===== src/rtl/memap_pkg.sv =====
package memap_pkg;
  localparam int REG_W = 2;
  localparam logic [REG_W-1:0] IDX_CTRL = 2'd0;
  localparam logic [REG_W-1:0] IDX_TAR  = 2'd1;
  localparam logic [REG_W-1:0] IDX_DATA = 2'd3;
  localparam logic [REG_W-1:0] IDX_IDENT = 2'd3;

  typedef enum logic {
    ENG_IDLE = 1'b0,
    ENG_WAIT = 1'b1
  } eng_state_e;
endpackage


===== src/rtl/memap_slot_regs.sv =====
module memap_slot_regs
  import memap_pkg::*;
#(
  parameter int BANK_W = 4,
  parameter int ADDR_W = 32,
  parameter int DATA_W = 32,
  parameter int INC_STEP = 4,
  parameter logic [31:0] ID_VALUE = 32'h1A70_0E21
) (
  input  logic              clk,
  input  logic              rst_n,
  input  logic [BANK_W-1:0] bank,
  input  logic [REG_W-1:0]  regi,
  input  logic              wr_en,
  input  logic [DATA_W-1:0] wdata,
  input  logic              xfer_end,
  input  logic              step_ok,
  output logic [DATA_W-1:0] rd_data,
  output logic [ADDR_W-1:0] tar,
  output logic              inc_en
);
  localparam logic [BANK_W-1:0] BANK_FIRST = '0;
  localparam logic [BANK_W-1:0] BANK_LAST  = '1;
  localparam logic [ADDR_W-1:0] STEP = ADDR_W'(INC_STEP);

  logic sel_ctrl, sel_tar, sel_ident;

  always_comb begin
    sel_ctrl  = (bank == BANK_FIRST) && (regi == IDX_CTRL);
    sel_tar   = (bank == BANK_FIRST) && (regi == IDX_TAR);
    sel_ident = (bank == BANK_LAST)  && (regi == IDX_IDENT);
  end

  always_ff @(posedge clk) begin
    if (!rst_n) begin
      inc_en <= 1'b0;
    end else if (wr_en && sel_ctrl) begin
      inc_en <= wdata[0];
    end
  end

  always_ff @(posedge clk) begin
    if (!rst_n) begin
      tar <= '0;
    end else if (wr_en && sel_tar) begin
      tar <= wdata[ADDR_W-1:0];
    end else if (step_ok && inc_en) begin
      tar <= tar + STEP;
    end
  end

  always_comb begin
    rd_data = '0;
    if (sel_ctrl)       rd_data = DATA_W'(inc_en);
    else if (sel_tar)   rd_data = DATA_W'(tar);
    else if (sel_ident) rd_data = DATA_W'(ID_VALUE);
  end

  assert_step_R7: assert property (@(posedge clk) disable iff (!rst_n)
    (step_ok && inc_en && !wr_en) |=> (tar == $past(tar) + STEP));

  assert_hold_nostep_R7: assert property (@(posedge clk) disable iff (!rst_n)
    (step_ok && !inc_en && !wr_en) |=> $stable(tar));

  assert_fault_keeps_addr_R9: assert property (@(posedge clk) disable iff (!rst_n)
    (xfer_end && !step_ok && !wr_en) |=> $stable(tar));
endmodule


===== src/rtl/memap_bus_engine.sv =====
module memap_bus_engine
  import memap_pkg::*;
#(
  parameter int ADDR_W = 32,
  parameter int DATA_W = 32
) (
  input  logic              clk,
  input  logic              rst_n,
  input  logic              start,
  input  logic              start_write,
  input  logic [ADDR_W-1:0] start_addr,
  input  logic [DATA_W-1:0] start_wdata,
  input  logic              abort,
  output logic              busy,
  output logic              mem_req,
  output logic              mem_write,
  output logic [ADDR_W-1:0] mem_addr,
  output logic [DATA_W-1:0] mem_wdata,
  input  logic              mem_ack,
  input  logic              mem_err,
  input  logic [DATA_W-1:0] mem_rdata,
  output logic              done,
  output logic              done_ok,
  output logic              done_fault,
  output logic [DATA_W-1:0] done_rdata
);
  eng_state_e state;

  always_ff @(posedge clk) begin
    if (!rst_n) begin
      state     <= ENG_IDLE;
      mem_write <= 1'b0;
      mem_addr  <= '0;
      mem_wdata <= '0;
    end else begin
      case (state)
        ENG_IDLE: if (start) begin
          state     <= ENG_WAIT;
          mem_write <= start_write;
          mem_addr  <= start_addr;
          mem_wdata <= start_wdata;
        end
        ENG_WAIT: if (abort || mem_ack) state <= ENG_IDLE;
        default: state <= ENG_IDLE;
      endcase
    end
  end

  always_comb begin
    busy       = (state == ENG_WAIT);
    mem_req    = busy;
    done       = busy && (abort || mem_ack);
    done_fault = abort || mem_err;
    done_ok    = busy && mem_ack && !mem_err && !abort;
    done_rdata = (mem_write || abort || mem_err) ? '0 : mem_rdata;
  end

  assert_start_idle_R8: assert property (@(posedge clk) disable iff (!rst_n)
    start |-> !busy);

  assert_req_steady_R5: assert property (@(posedge clk) disable iff (!rst_n)
    (mem_req && !mem_ack && !abort) |=>
      (mem_req && $stable(mem_addr) && $stable(mem_write) && $stable(mem_wdata)));

  assert_abort_frees_R10: assert property (@(posedge clk) disable iff (!rst_n)
    (busy && abort) |=> (!busy && !mem_req));
endmodule


===== src/rtl/memap_port.sv =====
module memap_port
  import memap_pkg::*;
#(
  parameter int BANK_W = 4,
  parameter int ADDR_W = 32,
  parameter int DATA_W = 32,
  parameter int INC_STEP = 4,
  parameter logic [31:0] ID_VALUE = 32'h1A70_0E21
) (
  input  logic              clk,
  input  logic              rst_n,
  input  logic              dbg_req_valid,
  output logic              dbg_req_ready,
  input  logic              dbg_req_write,
  input  logic [BANK_W-1:0] dbg_req_bank,
  input  logic [REG_W-1:0]  dbg_req_reg,
  input  logic [DATA_W-1:0] dbg_req_wdata,
  output logic              dbg_rsp_valid,
  output logic              dbg_rsp_fault,
  output logic [DATA_W-1:0] dbg_rsp_rdata,
  input  logic              dbg_abort,
  output logic              busy,
  output logic              mem_req,
  output logic              mem_write,
  output logic [ADDR_W-1:0] mem_addr,
  output logic [DATA_W-1:0] mem_wdata,
  input  logic              mem_ack,
  input  logic              mem_err,
  input  logic [DATA_W-1:0] mem_rdata
);
  localparam logic [BANK_W-1:0] BANK_FIRST = '0;

  logic              accept, is_data, reg_acc, start;
  logic [DATA_W-1:0] rd_data;
  logic [ADDR_W-1:0] tar;
  logic              inc_en;
  logic              eng_done, eng_ok, eng_fault;
  logic [DATA_W-1:0] eng_rdata;

  always_comb begin
    dbg_req_ready = !busy;
    accept  = dbg_req_valid && dbg_req_ready;
    is_data = (dbg_req_bank == BANK_FIRST) && (dbg_req_reg == IDX_DATA);
    reg_acc = accept && !is_data;
    start   = accept && is_data;
  end

  memap_slot_regs #(
    .BANK_W(BANK_W), .ADDR_W(ADDR_W), .DATA_W(DATA_W),
    .INC_STEP(INC_STEP), .ID_VALUE(ID_VALUE)
  ) i_regs (
    .clk(clk), .rst_n(rst_n),
    .bank(dbg_req_bank), .regi(dbg_req_reg),
    .wr_en(reg_acc && dbg_req_write), .wdata(dbg_req_wdata),
    .xfer_end(eng_done), .step_ok(eng_ok),
    .rd_data(rd_data), .tar(tar), .inc_en(inc_en)
  );

  memap_bus_engine #(.ADDR_W(ADDR_W), .DATA_W(DATA_W)) i_engine (
    .clk(clk), .rst_n(rst_n),
    .start(start), .start_write(dbg_req_write),
    .start_addr(tar), .start_wdata(dbg_req_wdata),
    .abort(dbg_abort), .busy(busy),
    .mem_req(mem_req), .mem_write(mem_write),
    .mem_addr(mem_addr), .mem_wdata(mem_wdata),
    .mem_ack(mem_ack), .mem_err(mem_err), .mem_rdata(mem_rdata),
    .done(eng_done), .done_ok(eng_ok),
    .done_fault(eng_fault), .done_rdata(eng_rdata)
  );

  always_ff @(posedge clk) begin
    if (!rst_n) begin
      dbg_rsp_valid <= 1'b0;
      dbg_rsp_fault <= 1'b0;
      dbg_rsp_rdata <= '0;
    end else begin
      dbg_rsp_valid <= reg_acc || eng_done;
      dbg_rsp_fault <= eng_done && eng_fault;
      if (eng_done)                      dbg_rsp_rdata <= eng_rdata;
      else if (reg_acc && !dbg_req_write) dbg_rsp_rdata <= rd_data;
      else                               dbg_rsp_rdata <= '0;
    end
  end

  assert_reg_rsp_next_R11: assert property (@(posedge clk) disable iff (!rst_n)
    reg_acc |=> (dbg_rsp_valid && !dbg_rsp_fault));

  assert_holdoff_R8: assert property (@(posedge clk) disable iff (!rst_n)
    start |=> (busy && !dbg_req_ready));

  assert_err_faults_R9: assert property (@(posedge clk) disable iff (!rst_n)
    (busy && mem_ack && mem_err) |=> (dbg_rsp_valid && dbg_rsp_fault));
endmodule


===== config.mk =====
export PLATFORM = sky130hd
export DESIGN_NAME = memap_port
export DESIGN_NICKNAME = d
export VERILOG_FILES = /design/src/rtl/memap_pkg.sv /design/src/rtl/memap_slot_regs.sv /design/src/rtl/memap_bus_engine.sv /design/src/rtl/memap_port.sv
export SDC_FILE = /design/constraint.sdc
export NUM_CORES = 1
export LEC_CHECK = 0
export CAP_MARGIN = 5
export CORE_MARGIN = 4
export CORE_UTILIZATION = 51
export CTS_BUF_LIST = sky130_fd_sc_hd__clkbuf_4
export DETAILED_ROUTE_END_ITERATION = 7
export PLACE_DENSITY = 0.95
export SLEW_MARGIN = 20
export SYNTH_ARGS = -nofsm -noshare
export SYNTH_HDL_FRONTEND = slang
export SYNTH_SLANG_ARGS = --single-unit

===== constraint.sdc =====
create_clock -name clk -period 4.9 [get_ports clk]
set_input_delay 0.98 -clock clk [delete_from_list [all_inputs] [get_ports clk]]
set_output_delay 0.98 -clock clk [all_outputs]
set_load 0.01 [all_outputs]

# Yosys cells after proc, flatten, opt, wreduce, memory -nomap -nowiden
# Index checks and enable logic that the tools add are counted.
[totals]
ram_bits = 0
word_cells = 56
rom_bits = 0
output_inout_bits = 102
register_bits = 133
latch_bits = 0
n_memories = 0
in_bits = 77
[op_classes]
div = 0
n_bitwise = 1
shifts = 0
reduce_logical = 31
mul = 0
n_mux = 11
order_cmp = 0
n_addsub = 1
eq_ne = 3
[ops]
columns = ["op", "count"]
rows = [
  ["two-way mux 32 bit", 7],
  ["adder 32 x 3 -> 32 bit (second input constant)", 1],
  ["two-way mux 29 bit", 1],
  ["logical AND 1 bit", 17],
  ["logical NOT 1 bit", 5],
  ["logical OR 1 bit", 5],
  ["equality test 4 bit (second input constant)", 1],
  ["logical NOT 4 bit", 1],
  ["equality test 2 x 1 -> 1 bit (second input constant)", 1],
  ["equality test 2 bit (second input constant)", 1],
  ["logical NOT 2 bit", 1],
  ["two-way mux 1 bit", 2],
  ["case mux 1 bit (2 select lines)", 1],
  ["AND reduction 2 bit", 1],
  ["nonzero test 2 bit", 1],
  ["NOT 1 bit", 1],
]

# Longest topological paths before layout
# Gate-level depths: netlist of run 1.
[logic_depth]
depth_word = 7
mapped_depth = 7
depth_no_buf = 6

# Modules after synthesis
# From an unflattened synthesis of run 1, not the netlist that was laid out.
[hier_totals]
hier_cells = 691
hier_area_um2 = 6140.9
[by_module_without_submodules]
columns = ["mod", "n_inst", "area_each_um2", "seq_area_each_um2", "cells_per_inst"]
rows = [
  ["memap_bus_engine", 1, 2902.8, 1321.3, 328],
  ["memap_slot_regs", 1, 2085.8, 660.6, 277],
  ["memap_port", 1, 1152.4, 680.7, 86],
]

# Worst setup path after synthesis of run 1
# OpenSTA, ideal clock, no wires.
[synth_path]
kind = "input -> register"
from = "input dbg_req_bank[1]"
to = "register i_regs.tar[2]"
arrival_time_ns = 2.382
required_ns = 4.772
path_buffers = 1
slack_ns = 2.391
path_stages = 6
setup_ns = 0.128
path_cell_list = "nor4_1 -> and4_1 -> nor2_1 -> clkbuf_1 -> a221oi_1 -> nor2_1"
[synth_between]
elab_chain_len = 7
elab_cells_between_ends = 9
cone_classes = "mux (1); reduce/logical (8)"
[synth_lines]
columns = ["item", "line_no", "source"]
rows = [
  ["start: declaration", "memap_port.sv:15", "input logic [BANK_W-1:0] dbg_req_bank,"],
  ["logical NOT 4 bit (*)", "memap_slot_regs.sv:30, memap_port.sv:43", ""],
  ["logical AND 1 bit", "memap_port.sv:43", "is_data = (dbg_req_bank == BANK_FIRST) && (dbg_req_reg == IDX_DATA);"],
  ["logical NOT 1 bit", "memap_port.sv:44", "reg_acc = accept && !is_data;"],
  ["logical AND 1 bit", "memap_port.sv:44", ""],
  ["logical AND 1 bit", "memap_port.sv:54", ".wr_en(reg_acc && dbg_req_write), .wdata(dbg_req_wdata),"],
  ["logical AND 1 bit (*)", "memap_slot_regs.sv:45", "end else if (wr_en && sel_tar) begin"],
  ["two-way mux 32 bit / nonzero test 2 bit (equally long branches)", "--", ""],
  ["end signal: assignment", "memap_slot_regs.sv:46", "tar <= wdata[ADDR_W-1:0];"],
  ["end signal: assignment", "memap_slot_regs.sv:48", "tar <= tar + STEP;"],
  ["end: declaration", "memap_slot_regs.sv:19", "output logic [ADDR_W-1:0] tar,"],
]
# Mark *: on every way between the ends. The rest lies on a longest branch, timed or not.
# A chain may end at the register's enable or synchronous reset.

# Final worst setup path of run 1
[layout_path]
from = "input dbg_req_bank[1]"
to = "register i_regs.tar[18]"
# The elaborated chain is that of the path after synthesis.

==> results.sh, run 1 <==
export IMPL_core_area_um2=10370
export IMPL_synth_distinct_cells=50
export IMPL_portBuffers=178
export IMPL_ys_seq_elements=133
export IMPL_gr_total_overflow=0
export IMPL_crit_buf_inv=1
export IMPL_dr_pass1_iters=6
export IMPL_relSlewSlack=0.2868
export IMPL_h_tree_depth=4
export IMPL_yosysTopAreaCell="dfxtp_1"
export IMPL_grt_pass1_vias=5386
export IMPL_grt_pass1_wl_um=27410
export IMPL_switching_share=0.2705
export IMPL_setup_worst_path_start_class="input pin"
export IMPL_antennaDiodeCount=0
export IMPL_drt_iter0_drc=665
export IMPL_synth_top_cells_by_area="dfxtp_1 49%, nand2_1 12%, a21oi_1 10%"
export IMPL_nets=912
export IMPL_worst_pin_slew_ns=1.066
export IMPL_max_cap_violations=0
export IMPL_path_cells="clkdlybuf4s50_1 -> nor4_1 -> nand4_1 -> and3_1 -> o21a_1"
export IMPL_path_class="in -> reg"
export IMPL_required_ns=5.35
export IMPL_crit_slowest_cell="nor4_1"
export IMPL_hp_class="reg -> reg"
export IMPL_p_leak_nw=2.446
export IMPL_grt_max_degree=102
export IMPL_fin_setup_tns_ns=0
export IMPL_synth_area_um2=5439
export IMPL_synth_seq_area_share=0.4895
export IMPL_fmax_ghz=0.3184
export IMPL_io_pins=179
export IMPL_clk_path_buf_depth=2
export IMPL_crit_fanout=16
export IMPL_drt_wl_total_um=17190
export IMPL_cts_buffers=17
export IMPL_cts_hold_buf=0
export IMPL_fin_skew_ns=0.02578
export IMPL_post_cts_buffers=0
export IMPL_r2r_slack_ns=2.31
export IMPL_routabilityCongestion=0.9329
export IMPL_pwr_share_seq=0.557
export IMPL_vdd_drop_max_uv=137.1
export IMPL_die_w_um=111.3
export IMPL_drive_gt1_frac=0.06257
export IMPL_power_density_nw_per_um2=259.2
export IMPL_drt_vias_per_instance=5.804
export IMPL_clkLatencyLatePin_ns=0.55
export IMPL_pwr_share_comb=0.058
export IMPL_crit_path_end_kind="flop"
export IMPL_fp_dieH_um=111.3
export IMPL_synth_top_area_frac=0.4895
export IMPL_switching_power_w=0.0005271
export IMPL_syn2layout_area_growth_pct=38.19
export IMPL_cts_repair_resized=0
export IMPL_grt_setup_unrepaired="false"
export IMPL_synth_nets=764
export IMPL_via_count=5705
export IMPL_avgRoutedWirePerCell_um=17.49
export IMPL_ant_nets=0
export IMPL_post_route_period_util=0.6410
export IMPL_drv_slew=0
export IMPL_dieArea_um2=12380
export IMPL_cts_tree="done"
export IMPL_cts_clk_slew_worst_paths_ns=0.13
export IMPL_critPathMaxStageDelay_ns=0.80
export IMPL_dpl_hpwl_um=12240
export IMPL_post_route_min_period_ns=3.141
export IMPL_rows=37
export IMPL_worstPathArrival_ns=3.59
export IMPL_ys_warn_count=0
export IMPL_cts_sinks=133
export IMPL_hold_viol_final=0
export IMPL_fill_cells=814
export IMPL_initial_core_util=0.5245
export IMPL_grt_use_total=0.2709
export IMPL_intPower_w=0.001421
export IMPL_cts_root_buffer="clkbuf_4"
export IMPL_remaining_drc_errors=0
export IMPL_critical_path_top_delay_family="simple AND/OR/NAND/NOR gates"
export IMPL_setup_viol=0
export IMPL_status="complete, no violations"
export IMPL_netlist_instances=686
export IMPL_syn_area_per_cell_um2=7.929
export IMPL_p_clk_frac=0.385
export IMPL_holdWs_ns=0.4609
export IMPL_grt_antenna_before_repair=0
-- synth_stat cells (all sizes together) --
| cell type | number |
|---|---|
| nand2 | 173 |
| dfxtp | 133 |
| a21oi | 113 |
| nor2 | 40 |
| clkbuf | 38 |
| o21ai | 26 |
| a22oi | 24 |
| buf | 19 |
| nand4 | 16 |
| a31oi | 13 |
| nand3 | 12 |
| nor4 | 10 |
| nor3 | 7 |
| a32oi | 5 |
| inv | 5 |
| and3 | 4 |
| o311ai | 4 |
| or3 | 4 |
| and2 | 3 |
| and4 | 3 |
| nor2b | 3 |
| o211ai | 3 |
| o22ai | 3 |
| or4 | 3 |
| xor2 | 3 |
| nor4b | 2 |
| a211o | 1 |
| a211oi | 1 |
| a221oi | 1 |
| a2bb2oi | 1 |
| a31o | 1 |
| a32o | 1 |
| a41oi | 1 |
| and4bb | 1 |
| clkinv | 1 |
| ha | 1 |
| mux2 | 1 |
| mux2i | 1 |
| nand2b | 1 |
| o21a | 1 |
| or2 | 1 |
| or4b | 1 |
| xnor2 | 1 |
-- metal layers --
layer	vias up	wire length, um	track usage
li1	2697	-	-
met1	2619	6943	0.3486
met2	353	7796	0.4314
met3	36	2103	0.09498
met4	0	349	0.07705
met5	-	0	0
-- through the flow --
| step | power [W] | cell area (um^2) | worst slack [ns] | util | std cells |
|---|---|---|---|---|---|
| after floorplan | 0.001135 | 5439 | 2.391 | - | 686 |
| after global placement | 0.001219 | 7229 | 1.357 | 0.6972 | 951 |
| after detailed placement | 0.001221 | 7229 | 1.276 | 0.6972 | 951 |
| after CTS | 0.001954 | 7516 | 1.816 | 0.7248 | 983 |
| after global routing | 0.002014 | 7516 | 1.672 | 0.7248 | 983 |
| final | 0.001948 | 7516 | 1.759 | 0.7248 | 983 |
-- final cells by class --
cell class,instances,area (um^2),area share
Sequential cell,133,2663,0.3543
Clock buffer,17,127.6,0.01698
Tap cell,136,170.2,0.02264
Inverter,6,25.02,0.003329
Clock inverter,15,158.9,0.02114
Multi-Input combinational cell,490,2530,0.3366
Timing Repair Buffer,186,1842,0.2450
-- worst reg2reg max path, delay by kind of cell (launching register included) --
kind                     cells  cell delay [ns]
adder cells (fa/ha/maj)      1             0.28
flip-flops                   1             0.53
AO/OA/AOI/OAI                1             0.18
AND/OR/NAND/NOR              4             1.52
-- power groups by stage --
stage / Sequential [W] / Clock [W] / Combinational, W
after floorplan: 0.00111 / 0 / 0.0000253
after global placement: 0.00111 / 0 / 0.000109
after detailed placement: 0.00111 / 0 / 0.000111
after CTS: 0.00109 / 0.000756 / 0.000111
after global routing: 0.00109 / 0.000810 / 0.000117
final: 0.00109 / 0.000750 / 0.000112
-- state kept, by name (all words and copies together) (netlist names) --
signal              cells
i_engine.mem_write      1
i_engine.mem_wdata     32
dbg_rsp_fault           1
i_engine.mem_addr      32
i_regs.inc_en           1
i_engine.busy           1
i_regs.tar             32
dbg_rsp_rdata          32
dbg_rsp_valid           1
-- kinds of logic (layout without fill, tap and decap cells) --
family,Yosys count,count (layout),synth area share
and+or+nand+nor,284,284,0.2390
AOI/OAI and AO/OA,199,199,0.2107
DFF,133,133,0.4895
buffers and inverters,63,224,0.04808
xor gates and xnor gates,4,4,0.006442
muxes,2,2,0.003911
adders and majority gates,1,1,0.002300
-- final timing paths --
kind	cells after the start	end	from
min	2	i_engine.mem_wdata[15]$_SDFFE_PN0P_	i_engine.mem_wdata[15]$_SDFFE_PN0P_
min reg2reg	2	i_engine.mem_wdata[15]$_SDFFE_PN0P_	i_engine.mem_wdata[15]$_SDFFE_PN0P_
max reg2reg	6	i_regs.tar[26]$_SDFFE_PN0P_	i_regs.tar[2]$_SDFFE_PN0P_
max	5	i_regs.tar[18]$_SDFFE_PN0P_	dbg_req_bank[1]
-- cells in the final DEF, fill, tap and decap left out, types with 4 or more instances in the layout --
| cell type | n |
|---|---|
| a21oi_1 | 113 |
| a22oi_1 | 24 |
| a31oi_1 | 13 |
| a32oi_1 | 5 |
| and3_1 | 4 |
| buf_4 | 8 |
| clkbuf_4 | 17 |
| clkdlybuf4s50_1 | 178 |
| dfxtp_1 | 133 |
| inv_1 | 5 |
| inv_6 | 6 |
| inv_8 | 4 |
| nand2_1 | 172 |
| nand3_1 | 12 |
| nand4_1 | 15 |
| nor2_1 | 39 |
| nor3_1 | 6 |
| nor4_1 | 7 |
| o21ai_0 | 26 |
| o311ai_0 | 4 |
| or3_1 | 4 |
(Power assumes the default switching activity.)
==> inputs of run 2 (changes only) <==
--- a/config.mk
+++ b/config.mk
@@ -7,10 +7,10 @@
 export LEC_CHECK = 0
 export CAP_MARGIN = 5
 export CORE_MARGIN = 4
-export CORE_UTILIZATION = 51
+export CORE_UTILIZATION = 43
 export CTS_BUF_LIST = sky130_fd_sc_hd__clkbuf_4
 export DETAILED_ROUTE_END_ITERATION = 7
-export PLACE_DENSITY = 0.95
+export PLACE_DENSITY = 0.88
 export SLEW_MARGIN = 20
 export SYNTH_ARGS = -nofsm -noshare
 export SYNTH_HDL_FRONTEND = slang
==> constraint.sdc (replaced) <==
create_clock -name clk -period 2.55 [get_ports clk]
set_input_delay 0.51 -clock clk [delete_from_list [all_inputs] [get_ports clk]]
set_output_delay 0.51 -clock clk [all_outputs]
set_load 0.01 [all_outputs]
==> results.sh, run 2 (synthesis results as in run 1) <==
export IMPL_status="complete, no violations"
export IMPL_max_cap_violations=0
export IMPL_setup_worst_path_start_class="flop"
export IMPL_stdcell_count=1040
export IMPL_hold_viol_final=0
export IMPL_remaining_drc_errors=0
export IMPL_nets=937
export IMPL_cts_hold_buf=0
export IMPL_core_area_um2=12210
export IMPL_final_cell_mix="178 x clkdlybuf4s50_1, 172 x nand2_1, 133 x dfxtp_1, 113 x a21oi_1, 38 x nor2_1"
export IMPL_clk_path_buf_depth=2
export IMPL_die_w_um=120.5
export IMPL_post_cts_buffers=0
export IMPL_critPathMaxStageDelay_ns=0.52
export IMPL_grt_pass1_vias=5380
export IMPL_antennaDiodeCount=0
export IMPL_p_clk_frac=0.394
export IMPL_setup_viol=0
export IMPL_crit_fanout=8
export IMPL_switching_power_w=0.0008803
export IMPL_rows=40
export IMPL_fin_setup_tns_ns=0
export IMPL_pwr_share_seq=0.546
export IMPL_fp_dieH_um=120.5
export IMPL_post_route_period_util=0.8514
export IMPL_post_route_min_period_ns=2.171
export IMPL_fin_skew_ns=0.01223
export IMPL_drt_vias_per_instance=5.530
export IMPL_clkLatencyLatePin_ns=0.57
export IMPL_via_count=5751
export IMPL_io_pins=179
export IMPL_avgRoutedWirePerCell_um=17.12
export IMPL_grt_max_degree=60
export IMPL_grt_antenna_before_repair=0
export IMPL_h_tree_depth=4
export IMPL_vdd_drop_max_uv=404.2
export IMPL_dpl_hpwl_um=12850
export IMPL_intPower_w=0.002937
export IMPL_portBuffers=178
export IMPL_syn2layout_area_growth_pct=43.98
export IMPL_ant_nets=0
export IMPL_layout_commonest_cell="clkdlybuf4s50_1"
export IMPL_required_ns=3.02
export IMPL_hp_class="reg -> reg"
export IMPL_path_class="reg -> reg"
export IMPL_cts_root_buffer="clkbuf_4"
export IMPL_crit_path_end_kind="flop"
export IMPL_drv_slew=0
export IMPL_relSlewSlack=0.5110
export IMPL_drt_wl_total_um=17800
export IMPL_dp_cells=1008
export IMPL_cts_clk_slew_worst_paths_ns=0.11
export IMPL_grt_use_total=0.2420
export IMPL_drt_iter0_drc=796
export IMPL_cts_buffers=17
export IMPL_cts_repair_resized=0
export IMPL_r2r_slack_ns=0.38
export IMPL_fmax_ghz=0.4606
export IMPL_path_cells="ha_1 -> nand4_1 -> buf_4 -> or4_1 -> and3_1 -> o21a_1"
export IMPL_cts_sinks=133
export IMPL_dr_pass1_iters=5
export IMPL_worstPathArrival_ns=2.64
export IMPL_dieArea_um2=14510
export IMPL_drive_gt1_frac=0.08945
export IMPL_pwr_share_comb=0.060
export IMPL_cts_tree="done"
export IMPL_p_leak_nw=2.601
export IMPL_switching_share=0.2306
export IMPL_initial_core_util=0.4454
export IMPL_gr_total_overflow=0
export IMPL_power_density_nw_per_um2=487.4
export IMPL_grt_pass1_wl_um=27840
export IMPL_crit_slowest_cell="dfxtp_1"
export IMPL_routabilityCongestion=0.9759
export IMPL_worst_pin_slew_ns=0.7327
export IMPL_grt_setup_unrepaired="false"
## run 2: cell types whose count changed in the layout (fill, tap and decap cells not counted), moves of 3 or more
| cell | change |
|---|---|
| buf_4 | +19 |
| buf_12 | +6 |
| inv_6 | -6 |
| clkbuf_4 | +5 |
| inv_8 | -4 |
| clkinv_2 | +3 |
## run 2: layer usage
metal | track usage | part of all wire | vias to the layer above
met2 | 0.3783 | 0.45 | 303
met4 | 0.07861 | 0.018 | 0
met3 | 0.09355 | 0.11 | 33
li1 | - | - | 2748
met5 | 0 | 0 | -
met1 | 0.3078 | 0.43 | 2667
## run 2: final cells by class
type                       instances  area [um^2]
clock buffer                      22        165.2
clock inverter                    10        131.4
fill                            1043         4380
inverter                           6        25.02
multi-input combinational        490         2532
sequential                       133         2663
tap                              168        210.2
timing repair buffer             211         2105
## run 2: per-stage QoR
step | util | instance area, um^2 | power [W] | hold WS (ns) | setup slack (ns)
2_1_floorplan | - | 5439 | 0.002182 | 0.4448 | 0.5105
3_3_place_gp | 0.6168 | 7532 | 0.002355 | 0.4408 | -0.2085
3_5_place_dp | 0.6168 | 7532 | 0.002357 | 0.4458 | -0.2358
4_1_cts | 0.6411 | 7829 | 0.003825 | 0.4583 | 0.3410
5_1_grt | 0.6413 | 7831 | 0.003943 | 0.4476 | 0.2601
6_report | 0.6413 | 7831 | 0.003817 | 0.4590 | 0.3788
## run 2: final timing paths
check                                                         from                            endpoint  cells past startpoint
worst min-delay path            i_engine.mem_addr[27]$_SDFFE_PN0P_  i_engine.mem_addr[27]$_SDFFE_PN0P_                      2
worst max-delay path                    i_regs.tar[2]$_SDFFE_PN0P_         i_regs.tar[18]$_SDFFE_PN0P_                      6
worst min register to register  i_engine.mem_addr[27]$_SDFFE_PN0P_  i_engine.mem_addr[27]$_SDFFE_PN0P_                      2
worst max register to register          i_regs.tar[2]$_SDFFE_PN0P_         i_regs.tar[18]$_SDFFE_PN0P_                      6
## run 2: power by group through the flow
stage	sequential, W	combinational [W]	clock (W)
global placement	0.00213	0.000223	0
floorplan	0.00213	0.0000486	0
global route	0.00209	0.000240	0.00162
CTS	0.00209	0.000226	0.00151
detailed placement	0.00213	0.000224	0
finish	0.00209	0.000228	0.00150
## run 2: critical path, delay by kind of cell, from the launching register on
family / cells / cell delay (ns)
and+or+nand+nor: 3 / 0.87
AOI/OAI and AO/OA: 1 / 0.17
buffers and inverters: 1 / 0.22
DFF: 1 / 0.52
adders and majority gates: 1 / 0.29
